[src/rtl/ecc_regfront_pkg.sv]
// Package: register offsets, field masks and shared types of the ECC
// register front-end. Assumes a 12-bit byte address and 32-bit data.
package ecc_regfront_pkg;

    localparam int ADDR_W = 12;
    localparam int PAR_BITS_PER_T = 14;

    localparam logic [ADDR_W-1:0] A_ENC_CTL  = 12'h000;
    localparam logic [ADDR_W-1:0] A_ENC_CFG  = 12'h004;
    localparam logic [ADDR_W-1:0] A_ENC_DIA  = 12'h008;
    localparam logic [ADDR_W-1:0] A_ENC_IDLE = 12'h00C;
    localparam logic [ADDR_W-1:0] A_PAR_BASE = 12'h010;
    localparam logic [ADDR_W-1:0] A_ENC_IEN  = 12'h080;
    localparam logic [ADDR_W-1:0] A_ENC_STA  = 12'h084;
    localparam logic [ADDR_W-1:0] A_DEC_CTL  = 12'h100;
    localparam logic [ADDR_W-1:0] A_DEC_CFG  = 12'h104;
    localparam logic [ADDR_W-1:0] A_DEC_IDLE = 12'h10C;
    localparam logic [ADDR_W-1:0] A_ERR_BASE = 12'h114;
    localparam logic [ADDR_W-1:0] A_DEC_DONE = 12'h124;
    localparam logic [ADDR_W-1:0] A_DEC_IEN  = 12'h200;
    localparam logic [ADDR_W-1:0] A_DEC_STA  = 12'h204;

    localparam logic [31:0] ENC_CFG_MASK = 32'h3FFF_007F;
    localparam logic [31:0] DEC_CFG_MASK = 32'hBFFF_307F;

    typedef enum logic [1:0] {
        CH_IDLE = 2'd0,
        CH_RUN  = 2'd1,
        CH_TAIL = 2'd2
    } chan_state_t;

endpackage

[src/rtl/ecc_stub_chan.sv]
// Stub engine for one channel. A start pulse runs a number of sectors, each
// LATENCY cycles long. A pulse marks each sector's finish and another marks
// the final one. The channel is idle again TAIL cycles later.
// Assumes LATENCY >= 1 and TAIL >= 1; start is only honoured while idle.
module ecc_stub_chan
    import ecc_regfront_pkg::*;
#(
    parameter int LATENCY  = 8,
    parameter int TAIL     = 3,
    parameter int MAX_SECT = 16,
    localparam int SECT_W  = $clog2(MAX_SECT + 1),
    localparam int CNT_MAX = (LATENCY > TAIL) ? LATENCY : TAIL,
    localparam int CNT_W   = $clog2(CNT_MAX + 1)
) (
    input  logic              clk,
    input  logic              rst_n,
    input  logic              start,
    input  logic [SECT_W-1:0] nsect,
    output logic              idle,
    output logic              sect_done,
    output logic [SECT_W-1:0] sect_idx,
    output logic              last_done
);

    chan_state_t       st;
    logic [CNT_W-1:0]  cnt;
    logic [SECT_W-1:0] sect;
    logic [SECT_W-1:0] total;

    // Decode the finish pulses and the idle flag from the state.
    always_comb begin
        idle      = (st == CH_IDLE);
        sect_done = (st == CH_RUN) && (cnt == CNT_W'(LATENCY - 1));
        last_done = sect_done && (sect == total - SECT_W'(1));
        sect_idx  = sect;
    end

    // Walk the sectors, then the idle-return tail.
    always_ff @(posedge clk) begin
        if (!rst_n) begin
            st    <= CH_IDLE;
            cnt   <= '0;
            sect  <= '0;
            total <= '0;
        end else begin
            case (st)
                CH_IDLE: if (start) begin
                    st    <= CH_RUN;
                    cnt   <= '0;
                    sect  <= '0;
                    total <= nsect;
                end
                CH_RUN: begin
                    if (sect_done) begin
                        cnt <= '0;
                        if (last_done) st <= CH_TAIL;
                        else sect <= sect + SECT_W'(1);
                    end else begin
                        cnt <= cnt + CNT_W'(1);
                    end
                end
                CH_TAIL: begin
                    if (cnt == CNT_W'(TAIL - 1)) st <= CH_IDLE;
                    else cnt <= cnt + CNT_W'(1);
                end
                default: st <= CH_IDLE;
            endcase
        end
    end

endmodule

[src/rtl/ecc_strength_dec.sv]
// Turns the 5-bit strength code into the correctable-bit count and the
// number of 32-bit parity words it needs. Purely combinational.
// Assumes 14 parity bits per correctable bit.
module ecc_strength_dec
    import ecc_regfront_pkg::*;
#(
    parameter int NW_W = 5
) (
    input  logic [4:0]      code,
    output logic [7:0]      t,
    output logic [NW_W-1:0] nwords
);

    logic [15:0] nbits;
    logic [15:0] nbytes;

    // Map the code onto its two linear segments, with a fallback to 4.
    always_comb begin
        if (code <= 5'd10)
            t = 8'(32'd4 + 32'd2 * 32'(code));
        else if (code <= 5'd19)
            t = 8'(32'd28 + 32'd4 * (32'(code) - 32'd11));
        else
            t = 8'd4;
    end

    // Round the parity length up to bytes, then to whole words.
    always_comb begin
        nbits  = 16'(t) * 16'(PAR_BITS_PER_T);
        nbytes = (nbits + 16'd7) >> 3;
        nwords = NW_W'((nbytes + 16'd3) >> 2);
    end

endmodule

[src/rtl/ecc_parity_bank.sv]
// Parity result bank. On fill, every slot below nwords takes a pattern made
// of the message size, the strength and its own index; every other slot
// takes zero. Reads are combinational by slot index.
module ecc_parity_bank #(
    parameter int SLOTS = 28,
    parameter int MSG_W = 14,
    parameter int NW_W  = 5,
    localparam int IDX_W = $clog2(SLOTS)
) (
    input  logic             clk,
    input  logic             rst_n,
    input  logic             fill,
    input  logic [MSG_W-1:0] msg_bits,
    input  logic [7:0]       t,
    input  logic [NW_W-1:0]  nwords,
    input  logic [IDX_W-1:0] rd_idx,
    output logic [31:0]      rd_word
);

    logic [SLOTS-1:0][31:0] words;
    logic [SLOTS-1:0][31:0] fill_val;

    // Per-slot fill pattern.
    for (genvar g = 0; g < SLOTS; g++) begin : g_slot
        assign fill_val[g] = (NW_W'(g) < nwords) ?
                             {16'(msg_bits), t, 8'(g)} : 32'h0;
    end

    // Capture the whole bank when the encoder finishes.
    always_ff @(posedge clk) begin
        if (!rst_n) words <= '0;
        else if (fill) words <= fill_val;
    end

    // Slot read-out, zero beyond the bank.
    always_comb begin
        rd_word = (32'(rd_idx) < SLOTS) ? words[rd_idx] : 32'h0;
    end

endmodule

[src/rtl/ecc_regfront.sv]
// Register front-end of a sector ECC engine: encoder and decoder channels,
// each with control, config, idle, irq enable and irq status; encoder parity
// bank and direct-input address; decoder done flags and error counts.
// Assumes a single-cycle write strobe and one bus access per cycle.
module ecc_regfront
    import ecc_regfront_pkg::*;
#(
    parameter int LATENCY   = 8,
    parameter int TAIL      = 3,
    parameter int MAX_SECT  = 16,
    parameter int PAR_SLOTS = 28,
    parameter int MSG_W     = 14,
    localparam int SECT_W    = $clog2(MAX_SECT + 1),
    localparam int PIDX_W    = $clog2(PAR_SLOTS),
    localparam int NW_W      = $clog2(PAR_SLOTS + 1),
    localparam int ERR_WORDS = (MAX_SECT + 3) / 4
) (
    input  logic        clk,
    input  logic        rst_n,
    input  logic        bus_wr,
    input  logic        bus_rd,
    input  logic [11:0] bus_addr,
    input  logic [31:0] bus_wdata,
    output logic [31:0] bus_rdata,
    output logic        irq
);

    logic        enc_en, dec_en;
    logic [31:0] enc_cfg, dec_cfg, enc_dia;
    logic        enc_ien, dec_ien, enc_sta, dec_sta;
    logic [4:0]  dec_nsect_f;
    logic [MAX_SECT-1:0]      dec_done;
    logic [MAX_SECT-1:0][5:0] dec_err;

    logic              enc_idle, dec_idle;
    logic              enc_sdone, enc_last, dec_sdone, dec_last;
    logic [SECT_W-1:0] enc_sidx, dec_sidx, dec_nsect;
    logic              enc_start, dec_start;
    logic [7:0]        enc_t, dec_t;
    logic [NW_W-1:0]   enc_nw, dec_nw;
    logic [PIDX_W-1:0] par_idx;
    logic [31:0]       par_word;
    logic [ERR_WORDS-1:0][31:0] err_words;
    logic [11:0]       par_off, err_off;
    logic              par_hit, err_hit;
    logic [31:0]       rd_val;

    // Decode start requests and the clamped decoder sector count.
    always_comb begin
        enc_start = bus_wr && (bus_addr == A_ENC_CTL) && bus_wdata[0] && enc_idle;
        dec_start = bus_wr && (bus_addr == A_DEC_CTL) && bus_wdata[0] && dec_idle;
        if (bus_wr && bus_addr == A_DEC_CTL) begin
            if (bus_wdata[12:8] == 5'd0) dec_nsect = SECT_W'(1);
            else if (32'(bus_wdata[12:8]) > MAX_SECT) dec_nsect = SECT_W'(MAX_SECT);
            else dec_nsect = SECT_W'(bus_wdata[12:8]);
        end else begin
            dec_nsect = SECT_W'(1);
        end
    end

    ecc_stub_chan #(.LATENCY(LATENCY), .TAIL(TAIL), .MAX_SECT(MAX_SECT)) u_enc_chan (
        .clk(clk), .rst_n(rst_n), .start(enc_start), .nsect(SECT_W'(1)),
        .idle(enc_idle), .sect_done(enc_sdone), .sect_idx(enc_sidx),
        .last_done(enc_last)
    );

    ecc_stub_chan #(.LATENCY(LATENCY), .TAIL(TAIL), .MAX_SECT(MAX_SECT)) u_dec_chan (
        .clk(clk), .rst_n(rst_n), .start(dec_start), .nsect(dec_nsect),
        .idle(dec_idle), .sect_done(dec_sdone), .sect_idx(dec_sidx),
        .last_done(dec_last)
    );

    ecc_strength_dec #(.NW_W(NW_W)) u_enc_str (
        .code(enc_cfg[4:0]), .t(enc_t), .nwords(enc_nw)
    );

    ecc_strength_dec #(.NW_W(NW_W)) u_dec_str (
        .code(dec_cfg[4:0]), .t(dec_t), .nwords(dec_nw)
    );

    ecc_parity_bank #(.SLOTS(PAR_SLOTS), .MSG_W(MSG_W), .NW_W(NW_W)) u_par (
        .clk(clk), .rst_n(rst_n), .fill(enc_last),
        .msg_bits(enc_cfg[16 +: MSG_W]), .t(enc_t), .nwords(enc_nw),
        .rd_idx(par_idx), .rd_word(par_word)
    );

    // Encoder control, config, address and interrupt registers.
    always_ff @(posedge clk) begin
        if (!rst_n) begin
            enc_en  <= 1'b0;
            enc_cfg <= '0;
            enc_dia <= '0;
            enc_ien <= 1'b0;
            enc_sta <= 1'b0;
        end else begin
            if (bus_wr && bus_addr == A_ENC_CTL) enc_en <= bus_wdata[0];
            if (bus_wr && bus_addr == A_ENC_CFG && !(enc_en && !enc_idle))
                enc_cfg <= bus_wdata & ENC_CFG_MASK;
            if (bus_wr && bus_addr == A_ENC_DIA) enc_dia <= bus_wdata;
            if (bus_wr && bus_addr == A_ENC_IEN) enc_ien <= bus_wdata[0];
            if (bus_wr && bus_addr == A_ENC_IEN && !bus_wdata[0]) enc_sta <= 1'b0;
            else if (enc_last && enc_ien) enc_sta <= 1'b1;
        end
    end

    // Decoder control, config and interrupt registers.
    always_ff @(posedge clk) begin
        if (!rst_n) begin
            dec_en      <= 1'b0;
            dec_nsect_f <= '0;
            dec_cfg     <= '0;
            dec_ien     <= 1'b0;
            dec_sta     <= 1'b0;
        end else begin
            if (bus_wr && bus_addr == A_DEC_CTL) begin
                dec_en      <= bus_wdata[0];
                dec_nsect_f <= bus_wdata[12:8];
            end
            if (bus_wr && bus_addr == A_DEC_CFG && !(dec_en && !dec_idle))
                dec_cfg <= bus_wdata & DEC_CFG_MASK;
            if (bus_wr && bus_addr == A_DEC_IEN) dec_ien <= bus_wdata[0];
            if (bus_wr && bus_addr == A_DEC_IEN && !bus_wdata[0]) dec_sta <= 1'b0;
            else if (dec_last && dec_ien) dec_sta <= 1'b1;
        end
    end

    // Per-sector done flags and error counts, cleared by a start.
    always_ff @(posedge clk) begin
        if (!rst_n) begin
            dec_done <= '0;
            dec_err  <= '0;
        end else if (dec_start) begin
            dec_done <= '0;
            dec_err  <= '0;
        end else if (dec_sdone) begin
            dec_done[dec_sidx] <= 1'b1;
            dec_err[dec_sidx]  <= 6'(32'(dec_sidx) + 32'(dec_t));
        end
    end

    // Pack four sector counts per word, one per byte lane.
    for (genvar w = 0; w < ERR_WORDS; w++) begin : g_errw
        for (genvar l = 0; l < 4; l++) begin : g_lane
            if (4 * w + l < MAX_SECT) begin : g_used
                assign err_words[w][8*l +: 8] = {2'b00, dec_err[4*w + l]};
            end else begin : g_pad
                assign err_words[w][8*l +: 8] = 8'h00;
            end
        end
    end

    // Locate the parity and error-count windows.
    always_comb begin
        par_off = bus_addr - A_PAR_BASE;
        err_off = bus_addr - A_ERR_BASE;
        par_hit = (bus_addr >= A_PAR_BASE) && (32'(par_off) < 4 * PAR_SLOTS)
                  && (bus_addr[1:0] == 2'b00);
        err_hit = (bus_addr >= A_ERR_BASE) && (32'(err_off) < 4 * ERR_WORDS)
                  && (bus_addr[1:0] == 2'b00);
        par_idx = PIDX_W'(par_off >> 2);
    end

    // Read multiplexer.
    always_comb begin
        rd_val = 32'h0;
        if (par_hit) rd_val = par_word;
        else if (err_hit) rd_val = err_words[err_off >> 2];
        else begin
            case (bus_addr)
                A_ENC_CTL:  rd_val = {31'b0, enc_en};
                A_ENC_CFG:  rd_val = enc_cfg;
                A_ENC_DIA:  rd_val = enc_dia;
                A_ENC_IDLE: rd_val = {31'b0, enc_idle};
                A_ENC_IEN:  rd_val = {31'b0, enc_ien};
                A_ENC_STA:  rd_val = {31'b0, enc_sta};
                A_DEC_CTL:  rd_val = {19'b0, dec_nsect_f, 7'b0, dec_en};
                A_DEC_CFG:  rd_val = dec_cfg;
                A_DEC_IDLE: rd_val = {31'b0, dec_idle};
                A_DEC_DONE: rd_val = 32'(dec_done);
                A_DEC_IEN:  rd_val = {31'b0, dec_ien};
                A_DEC_STA:  rd_val = {31'b0, dec_sta};
                default:    rd_val = 32'h0;
            endcase
        end
    end

    // Registered read data.
    always_ff @(posedge clk) begin
        if (!rst_n) bus_rdata <= '0;
        else if (bus_rd) bus_rdata <= rd_val;
    end

    // Combined interrupt.
    always_comb irq = enc_sta || dec_sta;

endmodule

[config.mk]
export PLATFORM = sky130hd
export DESIGN_NAME = ecc_regfront
export DESIGN_NICKNAME = d
export VERILOG_FILES = /design/src/rtl/ecc_regfront_pkg.sv /design/src/rtl/ecc_stub_chan.sv /design/src/rtl/ecc_strength_dec.sv /design/src/rtl/ecc_parity_bank.sv /design/src/rtl/ecc_regfront.sv
export SDC_FILE = /design/constraint.sdc
export NUM_CORES = 2
export LEC_CHECK = 0
export CORE_ASPECT_RATIO = 0.75
export CORE_MARGIN = 2
export CORE_UTILIZATION = 48
export DETAILED_ROUTE_END_ITERATION = 8
export SYNTH_ARGS = -nofsm -noshare
export SYNTH_HDL_FRONTEND = slang
export SYNTH_SLANG_ARGS = --single-unit
[constraint.sdc]
create_clock -name clk -period 8 [get_ports clk]
set_clock_uncertainty 0.2 [all_clocks]
set_input_delay 1.6 -clock clk [delete_from_list [all_inputs] [get_ports clk]]
set_output_delay 1.6 -clock clk [all_outputs]
set_load 0.01 [all_outputs]
=== After elaboration in Yosys (flattened, before gate mapping) ===
Index checks and enable logic that the tools add are counted.

* Register bits after elaboration: 1156
* Bits of input ports: 48
* Output and inout bits: 33
* Word-level logic and storage cells: 287

* $add $sub $neg: 17
* Multipliers: 1
* Magnitude comparators: 42
* Equal/unequal tests: 33
* Muxes and demuxes: 74
* Bitwise operators: 2
* Reduce and logical (&&, ||, !) cells: 54

{| class="wikitable"
|+ Operators by type and width
! cell !! number
|-
| $mux W30 || 28
|-
| $pmux W32 S12 || 1
|-
| $bmux W32 S5 || 1
|-
| $mux W32 || 5
|-
| $bwmux W96 || 1
|-
| $bmux W32 S2 || 1
|-
| $lt A5 B5 Y1 const A || 12
|-
| $eq A12 B9 Y1 const B || 4
|-
| $mux W5 || 9
|-
| $lt A4 B5 Y1 const A || 8
|-
| $logic_and A1 B1 Y1 || 28
|-
| $demux W6 S4 || 1
|-
| $eq A12 B10 Y1 const B || 2
|-
| $eq A12 B4 Y1 const B || 2
|-
| $eq A12 B8 Y1 const B || 2
|-
| $mux W4 || 6
|-
| $pmux W4 S3 || 2
|-
| $lt A3 B5 Y1 const A || 4
|-
| $pmux W5 S2 || 2
|-
| $mux W6 || 3
|-
| $mux W2 || 8
|-
| $mux W8 || 2
|-
| $ne A2 B2 Y1 const B || 8
|-
| $or A16 B16 Y16 || 1
|-
| 51 further kinds || 82
|}

=== Longest topological paths before layout ===
* Depth in word-level cells: 9
* Gate-level depth with buffers: 23
* Mapped depth without buffers: 18

=== By module ===
A second synthesis with hierarchy kept.

* Cells, all modules: 5248
* Area, all modules: 46213.1 um^2

{| class="wikitable"
|+ By module, submodules not included
! module !! instances !! cells an instance !! area an instance (um^2) !! seq. area each (um^2)
|-
| ecc_parity_bank || 1 || 3400 || 31092.3 || 12872.3
|-
| ecc_regfront || 1 || 1320 || 10896.7 || 4644.5
|-
| ecc_strength_dec || 2 || 135 || 1054.8 || 0.0
|-
| ecc_stub_chan (u_dec_chan) || 1 || 135 || 1112.3 || 320.3
|-
| ecc_stub_chan (u_enc_chan) || 1 || 123 || 1002.2 || 320.3
|}

=== Least setup slack after synthesis ===
Ideal clock, no wire load.

* Path type: reg2reg
* From: reg enc_cfg[2]
* To: reg u_par.words[84] in the netlist's numbering
* Library setup time: 117 ps
* Data arrival time: 5715 ps
* Required time: 7683 ps
* Slack: 1967 ps
* Stages on the path, launching flop included: 24
* Buffers on the path: 5
* Period minus slack after synthesis: 6033 ps
* Path through: dfxtp_1 -> clkbuf_1 -> inv_1 -> ha_1 -> nand2_1 -> a21oi_1 -> a21oi_1 -> a21boi_0 -> clkbuf_1 -> fa_1 -> ha_1 -> inv_1 -> fa_1 -> nand3b_1 -> xnor2_2 -> nor4_1 -> or3_1 -> nand2_1 -> buf_2 -> o21ai_0 -> or3_1 -> buf_2 -> buf_2 -> a32o_1

* Cells in the longest elaborated chain, start to end: 9
* Elaborated cells on any way between the ends: 12
* Classes of those cells: 5 x add/sub; 1 x mul; 3 x order compare; 3 x mux

{| class="wikitable"
|+ Ends and longest elaborated chain
! item !! RTL line !! source
|-
| start: declaration || ecc_regfront.sv:29 || <nowiki>logic [31:0] enc_cfg, dec_cfg, enc_dia;</nowiki>
|-
| start signal: assignment || ecc_regfront.sv:98 || <nowiki>enc_cfg <= bus_wdata & ENC_CFG_MASK;</nowiki>
|-
| $sub A5 B4 Y6 || ecc_strength_dec.sv:22 || <nowiki>t = 8'(32'd28 + 32'd4 * (32'(code) - 32'd11));</nowiki>
|-
| $add A5 B8 Y8 || ecc_strength_dec.sv:22 ||
|-
| $mux W8 || ecc_strength_dec.sv:21 || <nowiki>else if (code <= 5'd19)</nowiki>
|-
| $mux W8 (*) || ecc_strength_dec.sv:19 || <nowiki>if (code <= 5'd10)</nowiki>
|-
| $mul A8 B3 Y9 (*) || ecc_strength_dec.sv:29 || <nowiki>nbits = 16'(t) * 16'(PAR_BITS_PER_T);</nowiki>
|-
| $add A10 B3 Y10 (*) || ecc_strength_dec.sv:30 || <nowiki>nbytes = (nbits + 16'd7) >> 3;</nowiki>
|-
| $add A7 B2 Y7 (*) || ecc_strength_dec.sv:31 || <nowiki>nwords = NW_W'((nbytes + 16'd3) >> 2);</nowiki>
|-
| $lt A2 B5 Y1 (*) || ecc_parity_bank.sv:25 || <nowiki>assign fill_val[g] = (NW_W'(g) < nwords) ?</nowiki>
|-
| $mux W30 (*) || ecc_parity_bank.sv:25 ||
|-
| end signal: assignment || ecc_parity_bank.sv:32 || <nowiki>else if (fill) words <= fill_val;</nowiki>
|-
| end: declaration || ecc_parity_bank.sv:20 || <nowiki>logic [SLOTS-1:0][31:0] words;</nowiki>
|}

Mark *: on every way between the ends. The rest lies on a longest branch, timed or not.
A chain may end at the register's enable or synchronous reset.

=== Worst setup path after layout ===
* From: reg enc_cfg[2]
* To: reg u_par.words[12] in the netlist's numbering

* Cells in the longest elaborated chain, start to end: 9
* Elaborated cells on any way between the ends: 12
* Classes of those cells: 5 x add/sub; 1 x mul; 3 x order compare; 3 x mux

{| class="wikitable"
|+ Ends and longest elaborated chain
! item !! RTL line
|-
| $sub A5 B4 Y6 || ecc_strength_dec.sv:22
|-
| $add A5 B8 Y8 || ecc_strength_dec.sv:22
|-
| $mux W8 || ecc_strength_dec.sv:21
|-
| $mux W8 (*) || ecc_strength_dec.sv:19
|-
| $mul A8 B3 Y9 || ecc_strength_dec.sv:29
|-
| $add A10 B3 Y10 || ecc_strength_dec.sv:30
|-
| $add A7 B2 Y7 || ecc_strength_dec.sv:31
|-
| $lt A1 B5 Y1 || ecc_parity_bank.sv:25
|-
| $mux W30 (*) || ecc_parity_bank.sv:25
|}

Marked as above.

==> impl_metrics.env <==
export IMPL_status="finished clean"
export IMPL_cts_inserted_buffers=86
export IMPL_fin_area_sq_mm=0.0433
export IMPL_ys_flop_type="dfxtp_1"
export IMPL_post_cts_resized=0
export IMPL_rsz0062_at_grt="false"
export IMPL_worst_slack_ps=1190
export IMPL_wire_per_inst_um=24.9
export IMPL_timing_fmax_mhz=147
export IMPL_start_kind="register"
export IMPL_avgSynthCellArea_sq_um=9.01
export IMPL_syn_nets=4440
export IMPL_synthArstFlopShare=0
export IMPL_finalMaxSlewViolations=0
export IMPL_first_pass_iters=5
export IMPL_min_period_over_period=0.852
export IMPL_cellLeakagePower_nw=14.6
export IMPL_ys_types=78
export IMPL_synth_cells=4331
export IMPL_cp_end_kind="register"
export IMPL_cts_hold_buf=0
export IMPL_cts_sinks=875
export IMPL_grt_use_total=0.310
export IMPL_hold_class="register to register"
export IMPL_area_growth_pct=11.0
export IMPL_maxSlewHeadroom=0.194
export IMPL_critPathMaxFanout=21
export IMPL_cts_tree="done"
export IMPL_htreeDepth=3
export IMPL_overflow=0
export IMPL_layout_commonest_cell="dfxtp_1"
export IMPL_setup_viol=0
export IMPL_fill_cells=7454
export IMPL_clk_pin_slew_ps=70
export IMPL_vias=33400
export IMPL_coreArea_sq_mm=0.0805
export IMPL_worstPathArrival_ps=7150
export IMPL_globalplace_congestion=0.907
export IMPL_finalHoldViolCount=0
export IMPL_viasPerCell=6.28
export IMPL_yosysSeqAreaShare=0.449
export IMPL_drt_iter0_markers=3777
export IMPL_die_h_um=251
export IMPL_cts_root_buf="clkbuf_16"
export IMPL_synth_edf_count=0
export IMPL_whs_ps=246
export IMPL_grt_pass1_wl_um=199000
export IMPL_drc=0
export IMPL_critPathKind="register to register"
export IMPL_clk_latency_ps=650
export IMPL_worst_pin_slew_ps=1210
export IMPL_wl_um=132000
export IMPL_drv_cap=0
export IMPL_synth_area_sq_mm=0.0390
export IMPL_die_w_um=333
export IMPL_final_nets=4302
export IMPL_drive_above_1_share=0.0992
export IMPL_final_cell_mix="875 x dfxtp_1, 709 x nand2_1, 483 x o21ai_0, 278 x nor2_1, 185 x a21boi_0"
export IMPL_fin_util=0.538
export IMPL_pre_cts_slack_ps=1300
export IMPL_initial_core_util=0.485
export IMPL_die_area_sq_mm=0.0836
export IMPL_postRouteAntennaNets=0
export IMPL_ys_seq_elements=875
export IMPL_cts_setup_buffers=0
export IMPL_dpl_instance_area_sq_mm=0.0406
export IMPL_dp_final_hpwl_um=85800
export IMPL_clockBufferDepth=3
export IMPL_grt_pass1_vias=30800
export IMPL_antenna_found_initial=6
export IMPL_crit_required_ps=8330
export IMPL_io_pins=81
export IMPL_power_density_mw_per_mm2=205
export IMPL_finalSetupTns_ps=0
export IMPL_finalCriticalPeriod_ps=6810
export IMPL_ir_worst_vdd_v=0.000156
export IMPL_portBuffers=80
export IMPL_num_rows=90
export IMPL_yosysWarningCount=0
export IMPL_grt_max_degree=188
## Yosys cell counts (all sizes together) (19+ instances only)
cell type  instances  area, sq um
nand2b            21          131
nor3              22          110
o211ai            39          293
a21boi           193         1450
a22oi             33          248
a32oi             72          631
buf               58          253
ha                53          663
mux2i            116         1160
mux4              89         2000
a221o             33          330
nand3             85          425
and2              22          138
xnor2             19          181
o2bb2ai           19          166
a21oi            115          576
nand2            710         2670
mux2              54          608
inv               43          161
a211oi            58          450
o21ai            491         2460
a32o             108         1080
nor2b             85          532
clkbuf           353         1330
a221oi            65          569
dfxtp            875        17500
nor2             281         1050
xor2              19          174
## critical path: stages (launching register included)
cell	delay, ps
dfxtp_1	410
inv_1	200
ha_1	190
nand2_1	90
a21oi_1	490
nand2_1	140
a21boi_1	150
buf_4	210
fa_1	520
ha_1	190
inv_1	60
fa_1	560
nand3b_1	320
xnor2_2	450
inv_1	110
and3_1	180
nor2_1	620
nand3_1	300
or3_1	840
a32o_1	450
## logic make-up after synthesis
family / share of synthesized area
DFF: 0.449
buffers and inverters: 0.0446
muxes: 0.0967
adders and majority gates: 0.0211
xor gates and xnor gates: 0.00910
AOI/OAI and AO/OA: 0.235
and+or+nand+nor: 0.144
## state kept, by name, summed over array words and instances (netlist names), 2 cells and up
signal	flops
dec_cfg	24
enc_cfg	21
u_dec_chan.sect_idx	5
enc_dia	32
dec_err	96
bus_rdata	32
u_par.words	615
dec_nsect_f	5
u_dec_chan.total	5
u_dec_chan.cnt	4
u_enc_chan.st	2
dec_done	16
u_dec_chan.st	2
u_enc_chan.cnt	4
u_enc_chan.sect_idx	5
## metal layers
| metal | routed length [um] | part of all wire | vias to the layer above | global-route usage |
|---|---|---|---|---|
| met5 | 27 | 0.00020 | - | 0 |
| met4 | 3450 | 0.026 | 4 | 0.0857 |
| met3 | 12000 | 0.090 | 192 | 0.0693 |
| met2 | 54800 | 0.41 | 1281 | 0.444 |
| met1 | 62200 | 0.47 | 16500 | 0.465 |
| li1 | - | - | 15400 | - |
## where the power goes
group | switching [mW] | internal [mW]
Combinational | 0.341 | 0.154
Clock | 1.75 | 2.27
Sequential | 0.00653 | 4.36
## through the flow
| stage | std cells | power [mW] |
|---|---|---|
| detailed placement | 5163 | 4.95 |
| global route | 5314 | 9.14 |
| global placement | 5163 | 4.95 |
| CTS | 5314 | 8.94 |
| finish | 5315 | 8.89 |
| floorplan | 4331 | 4.75 |
## final timing paths
kind | start | endpoint | slack (ps) | depth (start not counted)
worst max-delay path | enc_cfg[2] | u_par.words[12] | 1190 | 19
worst min-delay path | u_par.words[431] | u_par.words[431] | 250 | 2
worst max register to register | enc_cfg[2] | u_par.words[12] | 1190 | 19
worst min register to register | u_par.words[431] | u_par.words[431] | 250 | 2
## layout make-up
class	count	area [sq um]	area share
clock buffers	135	2540	0.0585
flip-flops and latches	875	17500	0.404
repair buffers	185	1640	0.0379
multi-input cells	3002	20000	0.461
diodes	1	2.50	0.0000577
clock inverters	16	185	0.00427
inverters	43	161	0.00372
well taps	1058	1320	0.0305
Power figures use the tool's default switching activity.
